<file path="config.mk">
export PLATFORM = sky130hd
export DESIGN_NAME = twoStageDispatch
export DESIGN_NICKNAME = d
export VERILOG_FILES = /design/src/rtl/pipeDefs_pkg.sv /design/src/rtl/hazardTracker.sv /design/src/rtl/dispatchCtl.sv /design/src/rtl/dispatchPath.sv /design/src/rtl/twoStageDispatch.sv
export SDC_FILE = /design/constraint.sdc
export NUM_CORES = 1
export LEC_CHECK = 0
export BUFFER_PORTS_ARGS = -buffer_cell sky130_fd_sc_hd__buf_2
export CORE_MARGIN = 2
export CORE_UTILIZATION = 40
export CTS_CLUSTER_DIAMETER = 50
export DETAILED_ROUTE_END_ITERATION = 8
export PLACE_DENSITY = 0.74
export SYNTH_ARGS = -nofsm -noshare
export SYNTH_HDL_FRONTEND = slang
export SYNTH_SLANG_ARGS = --single-unit
export TNS_END_PERCENT = 20
</file>
<file path="constraint.sdc">
create_clock -name clk -period 10.95 [get_ports clk]
set_clock_uncertainty 0.1 [all_clocks]
set_input_delay 1.6425 -clock clk [delete_from_list [all_inputs] [get_ports clk]]
set_output_delay 1.6425 -clock clk [all_outputs]
set_load 0.02 [all_outputs]
</file>
<file path="src/rtl/pipeDefs_pkg.sv">
package pipeDefs_pkg;
  // Strobes sent from the control to the datapath each cycle
  typedef struct packed {
    logic enq;       // load the stage buffer, advance PC unless steered
    logic redirect;  // steer PC to the resolved next PC
  } ctlStrobes_t;
endpackage

</file>
<file path="src/rtl/hazardTracker.sv">
module hazardTracker #(
  parameter int RW   = 5,
  parameter int MAXF = 1
) (
  input  logic          clk,
  input  logic          rstN,
  input  logic          insValid,
  input  logic [RW-1:0] insIdx,
  input  logic          remValid,
  input  logic [RW-1:0] remIdx,
  input  logic          s1Valid,
  input  logic [RW-1:0] s1Idx,
  input  logic          s2Valid,
  input  logic [RW-1:0] s2Idx,
  output logic          hit1,
  output logic          hit2
);
  localparam int NREG = 1 << RW;
  localparam int CW   = $clog2(MAXF + 1);

  logic [NREG-1:0] busy;

  for (genvar r = 0; r < NREG; r++) begin : g_reg
    logic [CW-1:0] cnt;
    logic insHit, remHit;
    assign insHit  = insValid && (insIdx == RW'(r));
    assign remHit  = remValid && (remIdx == RW'(r));
    assign busy[r] = (cnt != '0);

    always_ff @(posedge clk) begin
      if (!rstN)                 cnt <= '0;
      else if (insHit && !remHit) cnt <= cnt + CW'(1);
      else if (remHit && !insHit) cnt <= cnt - CW'(1);
    end


    no_underflow_chk: assert property (@(posedge clk) disable iff (!rstN)
      remHit |-> (cnt != '0));

    no_overflow_chk: assert property (@(posedge clk) disable iff (!rstN)
      (insHit && !remHit) |-> (cnt < CW'(MAXF)));
  end

  // search sees the count before this cycle's removal takes effect
  assign hit1 = s1Valid && busy[s1Idx];
  assign hit2 = s2Valid && busy[s2Idx];
endmodule

</file>
<file path="src/rtl/dispatchCtl.sv">
module dispatchCtl
  import pipeDefs_pkg::*;
#(
  parameter int RW = 5
) (
  input  logic          clk,
  input  logic          rstN,
  input  logic          instValid,
  input  logic          src1Valid,
  input  logic [RW-1:0] src1Idx,
  input  logic          src2Valid,
  input  logic [RW-1:0] src2Idx,
  input  logic          dstValid,
  input  logic [RW-1:0] dstIdx,
  input  logic          exDone,
  input  logic          mispredict,
  input  logic          bufDstValid,
  input  logic [RW-1:0] bufDstIdx,
  input  logic          bufEpoch,
  output ctlStrobes_t   strobes,
  output logic          bufValid,
  output logic          live,
  output logic          wbEn,
  output logic          epoch,
  output logic          dispatched
);
  localparam int MAX_INFLIGHT = 1;  // single-entry stage buffer

  logic bufValidQ, epochQ;
  logic hit1, hit2, hazard;
  logic enq, deq, steer;

  hazardTracker #(.RW(RW), .MAXF(MAX_INFLIGHT)) u_track (
    .clk(clk), .rstN(rstN),
    .insValid(enq && dstValid), .insIdx(dstIdx),
    .remValid(deq && bufDstValid), .remIdx(bufDstIdx),
    .s1Valid(src1Valid), .s1Idx(src1Idx),
    .s2Valid(src2Valid), .s2Idx(src2Idx),
    .hit1(hit1), .hit2(hit2)
  );

  always_comb begin
    hazard = hit1 || hit2;
    live   = bufValidQ && (bufEpoch == epochQ);
    deq    = bufValidQ && exDone;
    enq    = instValid && !hazard && (!bufValidQ || exDone);
    steer  = deq && live && mispredict;
    wbEn   = deq && live && bufDstValid;
  end

  always_ff @(posedge clk) begin
    if (!rstN) begin
      bufValidQ <= 1'b0;
      epochQ    <= 1'b0;
    end else begin
      if (enq)      bufValidQ <= 1'b1;
      else if (deq) bufValidQ <= 1'b0;
      if (steer)    epochQ    <= ~epochQ;
    end
  end

  assign strobes.enq      = enq;
  assign strobes.redirect = steer;
  assign bufValid   = bufValidQ;
  assign epoch      = epochQ;
  assign dispatched = enq;


  epoch_flip_chk: assert property (@(posedge clk) disable iff (!rstN)
    steer |=> (epochQ != $past(epochQ)));

  stale_epoch_chk: assert property (@(posedge clk) disable iff (!rstN)
    (bufValidQ && !live) |=> $stable(epochQ));

  buf_hold_chk: assert property (@(posedge clk) disable iff (!rstN)
    (bufValidQ && !exDone) |=> bufValidQ);
endmodule

</file>
<file path="src/rtl/dispatchPath.sv">
module dispatchPath
  import pipeDefs_pkg::*;
#(
  parameter int            AW       = 32,
  parameter int            DW       = 32,
  parameter int            FW       = 16,
  parameter int            RW       = 5,
  parameter logic [AW-1:0] RESET_PC = 32'h0000_1000
) (
  input  logic          clk,
  input  logic          rstN,
  input  ctlStrobes_t   strobes,
  input  logic [AW-1:0] predNextPc,
  input  logic [FW-1:0] decFields,
  input  logic [DW-1:0] rdVal1,
  input  logic [DW-1:0] rdVal2,
  input  logic          dstValid,
  input  logic [RW-1:0] dstIdx,
  input  logic          epoch,
  input  logic          brTaken,
  input  logic [AW-1:0] brTarget,
  output logic [AW-1:0] pc,
  output logic          mispredict,
  output logic [AW-1:0] exPc,
  output logic [AW-1:0] exPredPc,
  output logic [FW-1:0] exFields,
  output logic [DW-1:0] exVal1,
  output logic [DW-1:0] exVal2,
  output logic          exDstValid,
  output logic [RW-1:0] exDstIdx,
  output logic          exEpoch
);
  localparam logic [AW-1:0] INST_BYTES = AW'(4);

  logic [AW-1:0] pcQ, resolved;

  always_comb begin
    resolved   = brTaken ? brTarget : (exPc + INST_BYTES);
    mispredict = (resolved != exPredPc);
  end

  always_ff @(posedge clk) begin
    if (!rstN)                 pcQ <= RESET_PC;
    else if (strobes.redirect) pcQ <= resolved;
    else if (strobes.enq)      pcQ <= predNextPc;
  end

  always_ff @(posedge clk) begin
    if (!rstN) begin
      exPc       <= '0;
      exPredPc   <= '0;
      exFields   <= '0;
      exVal1     <= '0;
      exVal2     <= '0;
      exDstValid <= 1'b0;
      exDstIdx   <= '0;
      exEpoch    <= 1'b0;
    end else if (strobes.enq) begin
      exPc       <= pcQ;
      exPredPc   <= predNextPc;
      exFields   <= decFields;
      exVal1     <= rdVal1;
      exVal2     <= rdVal2;
      exDstValid <= dstValid;
      exDstIdx   <= dstIdx;
      exEpoch    <= epoch;
    end
  end

  assign pc = pcQ;


  pc_follow_chk: assert property (@(posedge clk) disable iff (!rstN)
    (strobes.enq && !strobes.redirect) |=> (pcQ == $past(predNextPc)));

  pc_hold_chk: assert property (@(posedge clk) disable iff (!rstN)
    (!strobes.enq && !strobes.redirect) |=> $stable(pcQ));

  pc_steer_chk: assert property (@(posedge clk) disable iff (!rstN)
    strobes.redirect |=> (pcQ == $past(resolved)));

  payload_hold_chk: assert property (@(posedge clk) disable iff (!rstN)
    !strobes.enq |=> ($stable(exPc) && $stable(exEpoch)));
endmodule

</file>
<file path="src/rtl/twoStageDispatch.sv">
module twoStageDispatch
  import pipeDefs_pkg::*;
#(
  parameter int            AW       = 32,
  parameter int            DW       = 32,
  parameter int            FW       = 16,
  parameter int            RW       = 5,
  parameter logic [AW-1:0] RESET_PC = 32'h0000_1000
) (
  input  logic          clk,
  input  logic          rstN,
  output logic [AW-1:0] fetchPc,
  input  logic [AW-1:0] predNextPc,
  input  logic          instValid,
  input  logic          src1Valid,
  input  logic [RW-1:0] src1Idx,
  input  logic          src2Valid,
  input  logic [RW-1:0] src2Idx,
  input  logic          dstValid,
  input  logic [RW-1:0] dstIdx,
  input  logic [FW-1:0] decFields,
  input  logic [DW-1:0] rdVal1,
  input  logic [DW-1:0] rdVal2,
  output logic          dispatched,
  output logic          exValid,
  output logic          exLive,
  output logic [AW-1:0] exPc,
  output logic [AW-1:0] exPredPc,
  output logic [FW-1:0] exFields,
  output logic [DW-1:0] exVal1,
  output logic [DW-1:0] exVal2,
  output logic          exDstValid,
  output logic [RW-1:0] exDstIdx,
  input  logic          exDone,
  input  logic          brTaken,
  input  logic [AW-1:0] brTarget,
  output logic          redirect,
  output logic          wbEn,
  output logic          epoch
);
  ctlStrobes_t strobes;
  logic        mispredict, exEpoch;

  dispatchCtl #(.RW(RW)) u_ctl (
    .clk(clk), .rstN(rstN),
    .instValid(instValid),
    .src1Valid(src1Valid), .src1Idx(src1Idx),
    .src2Valid(src2Valid), .src2Idx(src2Idx),
    .dstValid(dstValid), .dstIdx(dstIdx),
    .exDone(exDone), .mispredict(mispredict),
    .bufDstValid(exDstValid), .bufDstIdx(exDstIdx), .bufEpoch(exEpoch),
    .strobes(strobes), .bufValid(exValid), .live(exLive),
    .wbEn(wbEn), .epoch(epoch), .dispatched(dispatched)
  );

  dispatchPath #(.AW(AW), .DW(DW), .FW(FW), .RW(RW), .RESET_PC(RESET_PC)) u_path (
    .clk(clk), .rstN(rstN), .strobes(strobes),
    .predNextPc(predNextPc), .decFields(decFields),
    .rdVal1(rdVal1), .rdVal2(rdVal2),
    .dstValid(dstValid), .dstIdx(dstIdx), .epoch(epoch),
    .brTaken(brTaken), .brTarget(brTarget),
    .pc(fetchPc), .mispredict(mispredict),
    .exPc(exPc), .exPredPc(exPredPc), .exFields(exFields),
    .exVal1(exVal1), .exVal2(exVal2),
    .exDstValid(exDstValid), .exDstIdx(exDstIdx), .exEpoch(exEpoch)
  );

  assign redirect = strobes.redirect;
endmodule

</file>
==> After elaboration in Yosys (flattened, before gate mapping) <==
Cells that the tools add are included.
{ "classes": {"n_shift": 0, "n_lt_le_gt_ge": 2, "bitwise_logic": 1, "n_mul": 0, "reduce_logical": 243, "n_mux": 73, "div": 0, "eq_ne": 64, "add_sub_neg": 65} }
{ "op_table": {"columns": ["cell", "count"], "rows": [
  ["== test 5 bit (second input constant)", 32],
  ["logical AND 1 bit", 139],
  ["2-to-1 mux 32 bit", 3],
  ["== test 5 x 4 -> 1 bit (second input constant)", 16],
  ["2-to-1 mux 1 bit", 68],
  ["nonzero test 2 bit", 34],
  ["zero test 1 bit", 66],
  ["== test 5 x 3 -> 1 bit (second input constant)", 8],
  ["adder 1 bit (second input constant)", 32],
  ["adder 32 x 3 -> 32 bit (second input constant)", 1],
  ["inequality test 32 bit", 1],
  ["subtractor 1 bit (second input constant)", 32],
  ["== test 5 x 2 -> 1 bit (second input constant)", 4],
  ["less-than comparator 5 x 6 -> 1 bit (second input constant)", 2],
  ["binary-select mux 1 bit (select 5 bit)", 2],
  ["== test 5 x 1 -> 1 bit (second input constant)", 2],
  ["zero test 5 bit", 2],
  ["logical OR 1 bit", 2],
  ["== test 1 bit", 1],
  ["inverter 1 bit", 1]
]} }
{ "word_totals": {"out_inout_bits": 188, "mem_bits_ro": 0, "latch_bits": 0, "memories": 0, "mem_bits_rw": 0, "reg_bits": 217} }

==> Longest topological paths before layout <==
Gate-level depths: netlist of the first run.
{ "depth": {"ltp_word": 13, "ltp_mapped": 13, "depth_no_buf": 11} }

==> Modules after synthesis <==
A second synthesis of the first run with hierarchy kept.
{ "unflattened": {"hier_cells": 1242, "area_unflattened_um2": 11588.6} }
{ "by_module_without_submodules": {"columns": ["module", "n_inst", "cells_each", "area_each_um2"], "rows": [
  ["dispatchPath", 1, 970, 8812.2],
  ["hazardTracker", 1, 252, 2612.5],
  ["dispatchCtl", 1, 20, 163.9]
]} }

==> Worst setup path after synthesis of the first run <==
OpenSTA, ideal clock, no wires.
{ "synth_path": {"kind": "input -> output", "from": "input port src1Idx[1]", "to": "output port dispatched", "n_path_buf": 4, "setup_slack_ps": 5027, "path_stages": 9, "arrival_time_ps": 4181, "t_required_ps": 9208, "cell_sequence": "clkbuf_1 -> mux4_2 -> mux4_2 -> mux2i_1 -> nor2b_1 -> nor3b_1 -> buf_2 -> buf_2 -> clkbuf_1"} }
{ "synth_between": {"elab_chain_cells": 7} }
{ "synth_lines": {"columns": ["element", "line", "text"], "rows": [
  ["start, declared", "twoStageDispatch.sv:16", "input logic [RW-1:0] src1Idx,"],
  ["binary-select mux 1 bit (select 5 bit)", "hazardTracker.sv:45", "assign hit1 = s1Valid && busy[s1Idx];"],
  ["2-to-1 mux 1 bit (implied by the code)", "hazardTracker.sv:45", null],
  ["logical AND 1 bit", "hazardTracker.sv:45", null],
  ["logical OR 1 bit", "dispatchCtl.sv:43", "hazard = hit1 || hit2;"],
  ["zero test 1 bit", "dispatchCtl.sv:46", "enq = instValid && !hazard && (!bufValidQ || exDone);"],
  ["logical AND 1 bit (2 in a row)", "dispatchCtl.sv:46", null],
  ["end, declared", "twoStageDispatch.sv:24", "output logic dispatched,"]
]} }
Every way passes these cells. The select of a mux whose other input is x is not followed.

==> Worst setup path in the final report of the first run <==
{ "layout_path": {"from": "input port brTaken", "to": "output port redirect"} }
{ "layout_between": {"elab_chain_cells": 3} }
{ "layout_lines": {"columns": ["element", "line", "text"], "rows": [
  ["start, declared", "twoStageDispatch.sv:35", "input logic brTaken,"],
  ["2-to-1 mux 32 bit", "dispatchPath.sv:38", "resolved = brTaken ? brTarget : (exPc + INST_BYTES);"],
  ["inequality test 32 bit", "dispatchPath.sv:39", "mispredict = (resolved != exPredPc);"],
  ["logical AND 1 bit", "dispatchCtl.sv:47", "steer = deq && live && mispredict;"],
  ["end, declared", "twoStageDispatch.sv:37", "output logic redirect,"]
]} }
Every way passes these cells.

==> flow_summary.ini, run 1 <==
[status]
status = complete, no violations

[drt]
viasPerCell = 5.44
wl_per_cell_um = 19.0
num_vias = 10900
drc_errors = 0
antenna_left = 0
drt_first_pass_iters = 7
wirelength_um = 37900
drtIter0Drc = 687

[floorplan]
core_area_mm2 = 0.0286
die_x_um = 174
dieArea_mm2 = 0.0304
start_util = 0.406
io_pins = 355
die_h_um = 174
rows = 62

[critical_path]
crit_type = input pin to output port
r2r-start = u_path.exPc[2]
r2r_slack_ns = 6.09
rr_worst_depth = 11
crit_required_ns = 9.21
end_kind = output port
crit_fanout = 51
startpoint_type = input pin
cp-startpoint = brTaken
cp.arrival_ns = 5.86
crit_path_end = redirect
reg2reg_to = u_path.pc[8]

[placed_design]
dp_hpwl_um = 27900
dp.cells = 1939
io_buffer_count = 354
place_area_mm2 = 0.0135
finalWeightedCongestion = 0.937

[timing]
setup_viol = 0
hold_viol_final = 0
tightest_slew_ns = 1.12
tns_ns = 0
period_share = 0.694
timing.final.crit_period_ns = 7.60
fmaxAchievable_mhz = 132
relSlewSlack = 0.257
whs_ns = 0.384
drv_slew = 0
rsz0062_at_grt = false

[run]
max_cap_violations = 0

[yosys]
ys_warn_count = 0
ys_seq_area_frac = 0.374
synth_cells = 1299
ys_seq_elements = 217
yosys.area.top_type = dfxtp_1
yosysTopAreaCellShare = 0.374
ys_types = 72
synthArstFlopShare = 0
synth_edf_count = 0
synth_fp_nets = 1467
synthTopCellsByArea = dfxtp_1 (37%), mux2i_1 (15%), nor2_1 (8.1%)
synth_area_mm2 = 0.0116
synth_ff_type = dfxtp_1
avgSynthCellArea_um2 = 8.95

[layout]
drive_gt1_frac = 0.286
finalInstanceArea_mm2 = 0.0145
nNetsFinal = 1755
area_growth_pct = 24.9
stdcell_count = 2000

[global_route]
grt_max_degree = 132
grt_pass1_vias = 10500
overflow = 0
antenna_found_initial = 8
grt_usage = 0.238
grt_pass1_wl_um = 57900

[power_and_ir_drop]
p_leak_nw = 6.49
ir_drop_mv = 0.112
power_w = 0.00221
powerDensity_mw_per_mm2 = 152

[clocking]
cts_buffers = 30
hold_buffers = 0
clock-sinks = 217
clk_latency_ns = 0.55
cts_tree = done
htree_levels = 1
clockBufferDepth = 3
cts_root_buf = clkbuf_16
clk_pin_slew_ns = 0.05
postCtsSetupBuffers = 0
ctsResizeCount = 0

[hold_path]
hold_path.class = flip-flop to flip-flop
==> layout by cell type (no fill, tap or decap), types with 5 or more instances in the layout <==
master / Yosys / final
a2111oi_0: 7 / 7
a211oi_1: 19 / 19
a21oi_1: 31 / 31
a311oi_1: 9 / 9
a31oi_1: 8 / 8
and2_1: 6 / 6
and3_1: 19 / 19
and4_1: 10 / 10
buf_2: 33 / 354
buf_4: 5 / 9
clkbuf_1: 64 / 6
clkbuf_16: 0 / 31
dfxtp_1: 217 / 217
diode_2: 0 / 6
inv_1: 11 / 10
inv_6: 0 / 6
mux2_2: 10 / 10
mux2i_1: 180 / 180
mux4_2: 19 / 19
nand2_1: 44 / 44
nand2b_1: 10 / 10
nand3_1: 53 / 53
nand4_1: 14 / 14
nor2_1: 250 / 250
nor2b_1: 12 / 12
nor3_1: 13 / 13
nor3b_1: 8 / 7
nor4_1: 13 / 13
o21ai_0: 39 / 39
or3_1: 5 / 5
xnor2_1: 94 / 94
xor2_1: 27 / 27
==> stage by stage <==
stage / utilization / setup slack, ns
finish: 0.507 / 3.35
detailed placement: 0.472 / 3.44
floorplan: - / 5.03
global route: 0.507 / 3.16
global placement: 0.472 / 3.47
CTS: 0.507 / 3.42
==> kinds of logic (layout without fill, tap and decap cells) <==
group           Yosys count  after routing  synth area share
compound gates          154            154            0.0906
xor+xnor                121            121            0.0912
fa+ha+maj                 1              1           0.00108
buf+inv                 120            431            0.0442
flops                   217            217             0.374
mux                     209            209             0.201
other cells               0              6                 0
simple gates            477            477             0.198
==> power by group <==
group          leakage, nW  switching (W)  total, W  internal, W
Sequential            1.78      0.0000495  0.000885     0.000836
Combinational         4.21       0.000220  0.000366     0.000146
Clock                0.497       0.000373  0.000961     0.000588
==> state kept, by name (all words and copies together), names as in the netlist <==
name,count
u_path.exDstIdx,5
u_path.exVal1,32
u_path.exDstValid,1
u_path.pc,32
u_path.exPredPc,32
u_path.exPc,32
u_ctl.u_track.g.cnt,32
u_path.exEpoch,1
u_ctl.bufValid,1
u_path.exVal2,32
u_path.exFields,16
u_ctl.epoch,1
==> area by class of cell <==
class | instances | area, um2
fill | 2662 | 14100
multi-input combinational | 962 | 6780
sequential | 217 | 4340
timing repair buffer | 363 | 1840
clock buffer | 39 | 826
tap | 384 | 480
clock inverter | 16 | 180
inverter | 13 | 56.3
antenna | 6 | 15.0
==> critical path: stages <==
cell       delay (ns)
buf_2            0.51
buf_4            0.57
inv_2            0.33
and3_1           0.28
nor4_1           0.26
o2111ai_1        0.15
nor4_1           0.24
nand4_1          0.22
or4b_1           0.95
nand2_8          0.38
inv_4            0.12
buf_2            0.18
==> synth_stat cells, types with 3 or more instances <==
master and number:
o21ai_0 39, mux2_2 10, nor2_1 250, nand3_1 53
nor4_1 13, nor2b_1 12, buf_1 4, a41oi_1 3
dfxtp_1 217, and2_1 6, or3_1 5, o41ai_1 3
a2111oi_0 7, o31a_1 4, nor3b_1 8, a21oi_1 31
a311oi_1 9, and3_1 19, mux2i_1 180, o211ai_1 3
inv_1 11, xnor2_1 94, o31ai_1 4, nand2b_1 10
o2111ai_1 4, clkbuf_1 64, a31oi_1 8, nand4_1 14
mux4_2 19, buf_4 5, and4_1 10, nand3b_1 3
xor2_1 27, a211oi_1 19, nand2_1 44, buf_2 33
nor3_1 13
==> routing by layer <==
layer	track usage	wire length, um
met5	0	24
met4	0.0938	1450
met3	0.0698	3680
met2	0.406	18000
met1	0.282	14800
==> how the worst min path moves through the flow <==
| stage | from | end | slack, ns | cells past startpoint |
|---|---|---|---|---|
| after floorplan | u_path.exEpoch | u_path.exEpoch | 0.38 | 2 |
| after global placement | u_path.exVal1[10] | u_path.exVal1[10] | 0.37 | 2 |
| after detailed placement | u_path.exFields[7] | u_path.exFields[7] | 0.38 | 2 |
| after CTS | u_path.exFields[7] | u_path.exFields[7] | 0.39 | 2 |
| after global routing | u_path.exVal1[7] | u_path.exVal1[7] | 0.42 | 2 |
| final | u_path.exFields[7] | u_path.exFields[7] | 0.38 | 2 |
No activity file was read; power rests on OpenSTA's default activity.
==> run 2, diff against run 1 <==
Clock period 10.95 ns to 7.3 ns, I/O delays scaled along.
==> run 2 against run 1 <==
Against the previous run: sequential cell count is the same; register-to-register slack worse by 3.6 ns; core utilization about the same; hold slack gained 0.0041 ns; power grew 48%; cell count down 0.35%; setup slack got worse by 2.3 ns; critical path type is now flip-flop to output port.
==> flow_summary.ini, run 2 (synthesized netlist as in run 1, its figures left out) <==
[critical_path]
slowest_delay_ns = 0.99
crit_type = flip-flop to output port
crit_fanout = 18
path_cells = ha_1, nand3_2, nor3_1, nor3b_1, a2111oi_0, a21oi_1, a2111o_1, or4b_1, nand2_8, inv_4, buf_2
startpoint_type = flip-flop
crit_required_ns = 6.11
cp.arrival_ns = 5.04
end_kind = output port
slowest_stage = or4b_1

[power_and_ir_drop]
netSwitchingFraction = 0.293
internal_power_w = 0.00231
p_leak_nw = 6.47
powerDensity_mw_per_mm2 = 225
ir_drop_mv = 0.153
switching_power_w = 0.000955
clock_power_share = 0.423
pwr-share-seq = 0.407
power_w = 0.00326
p_comb_frac = 0.170

[global_route]
overflow = 0
grt_pass1_vias = 10400
grt_usage = 0.238
antenna_found_initial = 6
grt_max_degree = 120
grt_pass1_wl_um = 57400

[layout]
area_growth_pct = 24.9
layout_commonest_cell = buf_2
nNetsFinal = 1754
n_fill_cell = 2686
drive_gt1_frac = 0.286
finalInstanceArea_mm2 = 0.0145
final_cell_mix = buf_2 (354), nor2_1 (250), dfxtp_1 (217)

[floorplan]
core_area_mm2 = 0.0286
io_pins = 355
die_h_um = 174
rows = 62
start_util = 0.406
dieArea_mm2 = 0.0304
die_x_um = 174

[placed_design]
finalWeightedCongestion = 0.960
place_area_mm2 = 0.0136
dp_hpwl_um = 28100
io_buffer_count = 354

[status]
status = complete, no violations

[timing]
period_share = 0.854
fmaxAchievable_mhz = 160
rsz0062_at_grt = false
drv_slew = 0
relSlewSlack = 0.231
setup_viol = 0
hold_viol_final = 0
tightest_slew_ns = 1.15
timing.final.crit_period_ns = 6.23
tns_ns = 0

[clocking]
htree_levels = 1
clockBufferDepth = 3
cts_root_buf = clkbuf_16
cts_buffers = 28
ctsResizeCount = 0
cts_tree = done
postCtsSetupBuffers = 0
hold_buffers = 0
clock-sinks = 217
clk_pin_slew_ns = 0.06
clk_latency_ns = 0.56

[drt]
num_vias = 10800
wirelength_um = 38000
viasPerCell = 5.44
wl_per_cell_um = 19.0
drtIter0Drc = 891
drt_first_pass_iters = 5
drc_errors = 0
antenna_left = 0

[hold_path]
hold_path.class = flip-flop to flip-flop

[run]
max_cap_violations = 0
## run 2: final cells by class
type / instances / area [um2] / area share
inverters: 13 / 56.3 / 0.00388
diodes: 5 / 12.5 / 0.000862
flip-flops and latches: 217 / 4340 / 0.299
clock inverters: 13 / 173 / 0.0119
multi-input cells: 962 / 6780 / 0.467
well taps: 384 / 480 / 0.0331
clock buffers: 35 / 777 / 0.0535
repair buffers: 364 / 1900 / 0.131
## run 2: through the flow
stage	util	cells	setup slack [ns]	hold WS (ns)
6_report	0.507	1993	1.07	0.389
5_1_grt	0.507	1990	0.761	0.418
4_1_cts	0.507	1988	1.14	0.392
3_5_place_dp	0.474	1940	1.25	0.379
3_3_place_gp	0.474	1940	1.30	0.368
2_1_floorplan	-	1299	2.47	0.382
## run 2: metal layers
layer  vias up  GRT usage  wire length (um)
met5         -          0                 9
met4         2     0.0931              1380
met3        84     0.0663              3810
met2       531      0.399             17800
met1      5061      0.288             15000
li1       5165          -                 -
## run 2: power groups by stage
stage	registers (W)	clock network, W	logic, W
after detailed placement	0.00135	0	0.000551
final	0.00133	0.00138	0.000553
after CTS	0.00133	0.00141	0.000553
after global placement	0.00135	0	0.000544
after global routing	0.00134	0.00146	0.000595
after floorplan	0.00140	0	0.000289
## run 2: final timing paths
path / start / to / slack, ns / cells after the start
worst max register to register: u_path.exPc[2] / u_path.pc[3] / 2.48 / 11
worst max-delay path: u_path.exPc[2] / redirect / 1.07 / 11
worst min register to register: u_path.exVal2[9] / u_path.exVal2[9] / 0.39 / 2
worst min-delay path: u_path.exVal2[9] / u_path.exVal2[9] / 0.39 / 2
## run 2: worst max-delay path, delay by kind of cell, from the launching register on
| family | cells | cell delay, ns |
|---|---|---|
| adders and majority gates | 1 | 0.31 |
| DFF | 1 | 0.47 |
| buffers and inverters | 2 | 0.32 |
| AOI/OAI and AO/OA | 3 | 1.05 |
| and+or+nand+nor | 5 | 2.33 |
==> run 3, diff against run 2 <==
==> constraint.sdc (replaced) <==
create_clock -name clk -period 7.3 [get_ports clk]
set_clock_uncertainty 0.1 [all_clocks]
set_input_delay 1.46 -clock clk [delete_from_list [all_inputs] [get_ports clk]]
set_output_delay 1.46 -clock clk [all_outputs]
set_load 0.02 [all_outputs]
==> run 3 against run 2 <==
Against the previous run: sequential power about the same; clock-buffer cell count is 3 higher; cell area increased by 0.57%; non-clock buffer count increased by 5; first-iteration DRC count is 17% lower; critical path depth grew 1; highest routed layer unchanged; combinational power fell by 0.9%; clock power is 9% higher; sequential share of layout area is 0.17 points lower; core utilization is 0.29 points higher; setup slack got worse by 0.027 ns.
==> flow_summary.ini, run 3 (synthesized netlist as in run 1, its figures left out) <==
[critical_path]
rr_worst_depth = 12
r2r_slack_ns = 2.86
crit_type = flip-flop to output port
reg2reg_to = u_path.pc[8]
crit_required_ns = 5.74
cp.arrival_ns = 4.70
end_kind = output port
crit_fanout = 18
startpoint_type = flip-flop
r2r-start = u_path.exPc[2]

[clocking]
clockBufferDepth = 3
hold_buffers = 0
cts_tree = done
clk_pin_slew_ns = 0.05
postCtsSetupBuffers = 0
cts_root_buf = clkbuf_16
clk_latency_ns = 0.54
clock-sinks = 217
ctsResizeCount = 0
htree_levels = 1
cts_buffers = 30

[layout]
multi_input_area_mm2 = 0.00678
drive_gt1_frac = 0.290
final_cell_mix = buf_2 (354), nor2_1 (250), dfxtp_1 (217)
final_core_util = 0.510
area_growth_pct = 25.6
n_fill_cell = 2681
nNetsFinal = 1761
layout_commonest_cell = buf_2
register_area_mm2 = 0.00434
finalInstanceArea_mm2 = 0.0146
stdcell_count = 2002

[placed_design]
dp_hpwl_um = 28100
dp.cells = 1945
place_area_mm2 = 0.0135
io_buffer_count = 354
finalWeightedCongestion = 0.958

[power_and_ir_drop]
netSwitchingFraction = 0.285
p_comb_frac = 0.162
pwr-share-seq = 0.394
switching_power_w = 0.000962
clock_power_share = 0.444
internal_power_w = 0.00241
p_leak_nw = 6.54
ir_drop_mv = 0.177
powerDensity_mw_per_mm2 = 231
power_w = 0.00338

[drt]
drc_errors = 0
drtIter0Drc = 741
num_vias = 11000
wl_per_cell_um = 19.0
antenna_left = 0
drt_first_pass_iters = 5
wirelength_um = 38100
viasPerCell = 5.48

[hold_path]
hold_depth = 2
hold_end = u_path.exVal1[24]
hold_path.class = flip-flop to flip-flop
min-delay-start = u_path.exVal1[24]

[global_route]
antenna_found_initial = 6
grt_max_degree = 119
grt_pass1_wl_um = 58300
grt_pass1_vias = 10500
overflow = 0
grt_usage = 0.239

[timing]
drv_slew = 0
period_share = 0.857
rsz0062_at_grt = false
fmaxAchievable_mhz = 160
tightest_slew_ns = 1.09
timing.final.crit_period_ns = 6.26
tns_ns = 0
relSlewSlack = 0.271
hold_viol_final = 0
setup_viol = 0

[floorplan]
die_h_um = 174
io_pins = 355
start_util = 0.406
die_x_um = 174
dieArea_mm2 = 0.0304
rows = 62
core_area_mm2 = 0.0286

[status]
status = complete, no violations

[run]
max_cap_violations = 0
[run 3: power groups by stage]
| stage | clock, W | combinational (W) | sequential [W] |
|---|---|---|---|
| floorplan | 0 | 0.000289 | 0.00140 |
| global placement | 0 | 0.000538 | 0.00135 |
| detailed placement | 0 | 0.000545 | 0.00135 |
| CTS | 0.00152 | 0.000547 | 0.00133 |
| global route | 0.00158 | 0.000591 | 0.00134 |
| finish | 0.00150 | 0.000548 | 0.00133 |
[run 3: critical path, cell delays in order (launching register included)]
cell and delay (ns):
dfxtp_1 0.40, ha_1 0.31, and3_1 0.27, nand3_1 0.46, mux2i_1 0.15, a2111oi_0 0.74, a21oi_1 0.15, a2111o_1 0.38
or4b_1 0.54, buf_4 0.25, nand2_8 0.21, inv_4 0.11, buf_2 0.18
[run 3: how the worst max path moves through the flow]
stage | from | end | slack (ns)
after floorplan | src1Idx[1] | dispatched | 1.74
after global routing | brTaken | redirect | 0.91
after CTS | brTaken | redirect | 1.15
after global placement | brTaken | redirect | 1.21
after detailed placement | brTaken | redirect | 1.15
final | u_path.exPc[2] | redirect | 1.04
[run 3: final cells by class]
type / count / share of cell area
flip-flops and latches: 217 / 0.297
multi-input cells: 962 / 0.464
diodes: 4 / 0.000685
well taps: 384 / 0.0329
inverters: 13 / 0.00386
clock buffers: 38 / 0.0583
repair buffers: 369 / 0.129
clock inverters: 15 / 0.0134
[run 3: stage by stage]
step           hold slack [ns]  worst slack, ns
6_report                 0.384             1.04
5_1_grt                  0.414            0.909
4_1_cts                  0.391             1.15
3_5_place_dp             0.375             1.15
3_3_place_gp             0.367             1.21
2_1_floorplan            0.382             1.74
[run 3: metal layers]
metal  global-route usage  part of all wire  vias up
li1                     -                 -     5164
met5                    0           0.00034        -
met4               0.0816             0.033        2
met2                0.404              0.47      586
met3               0.0652             0.099       93
met1                0.293              0.40     5125
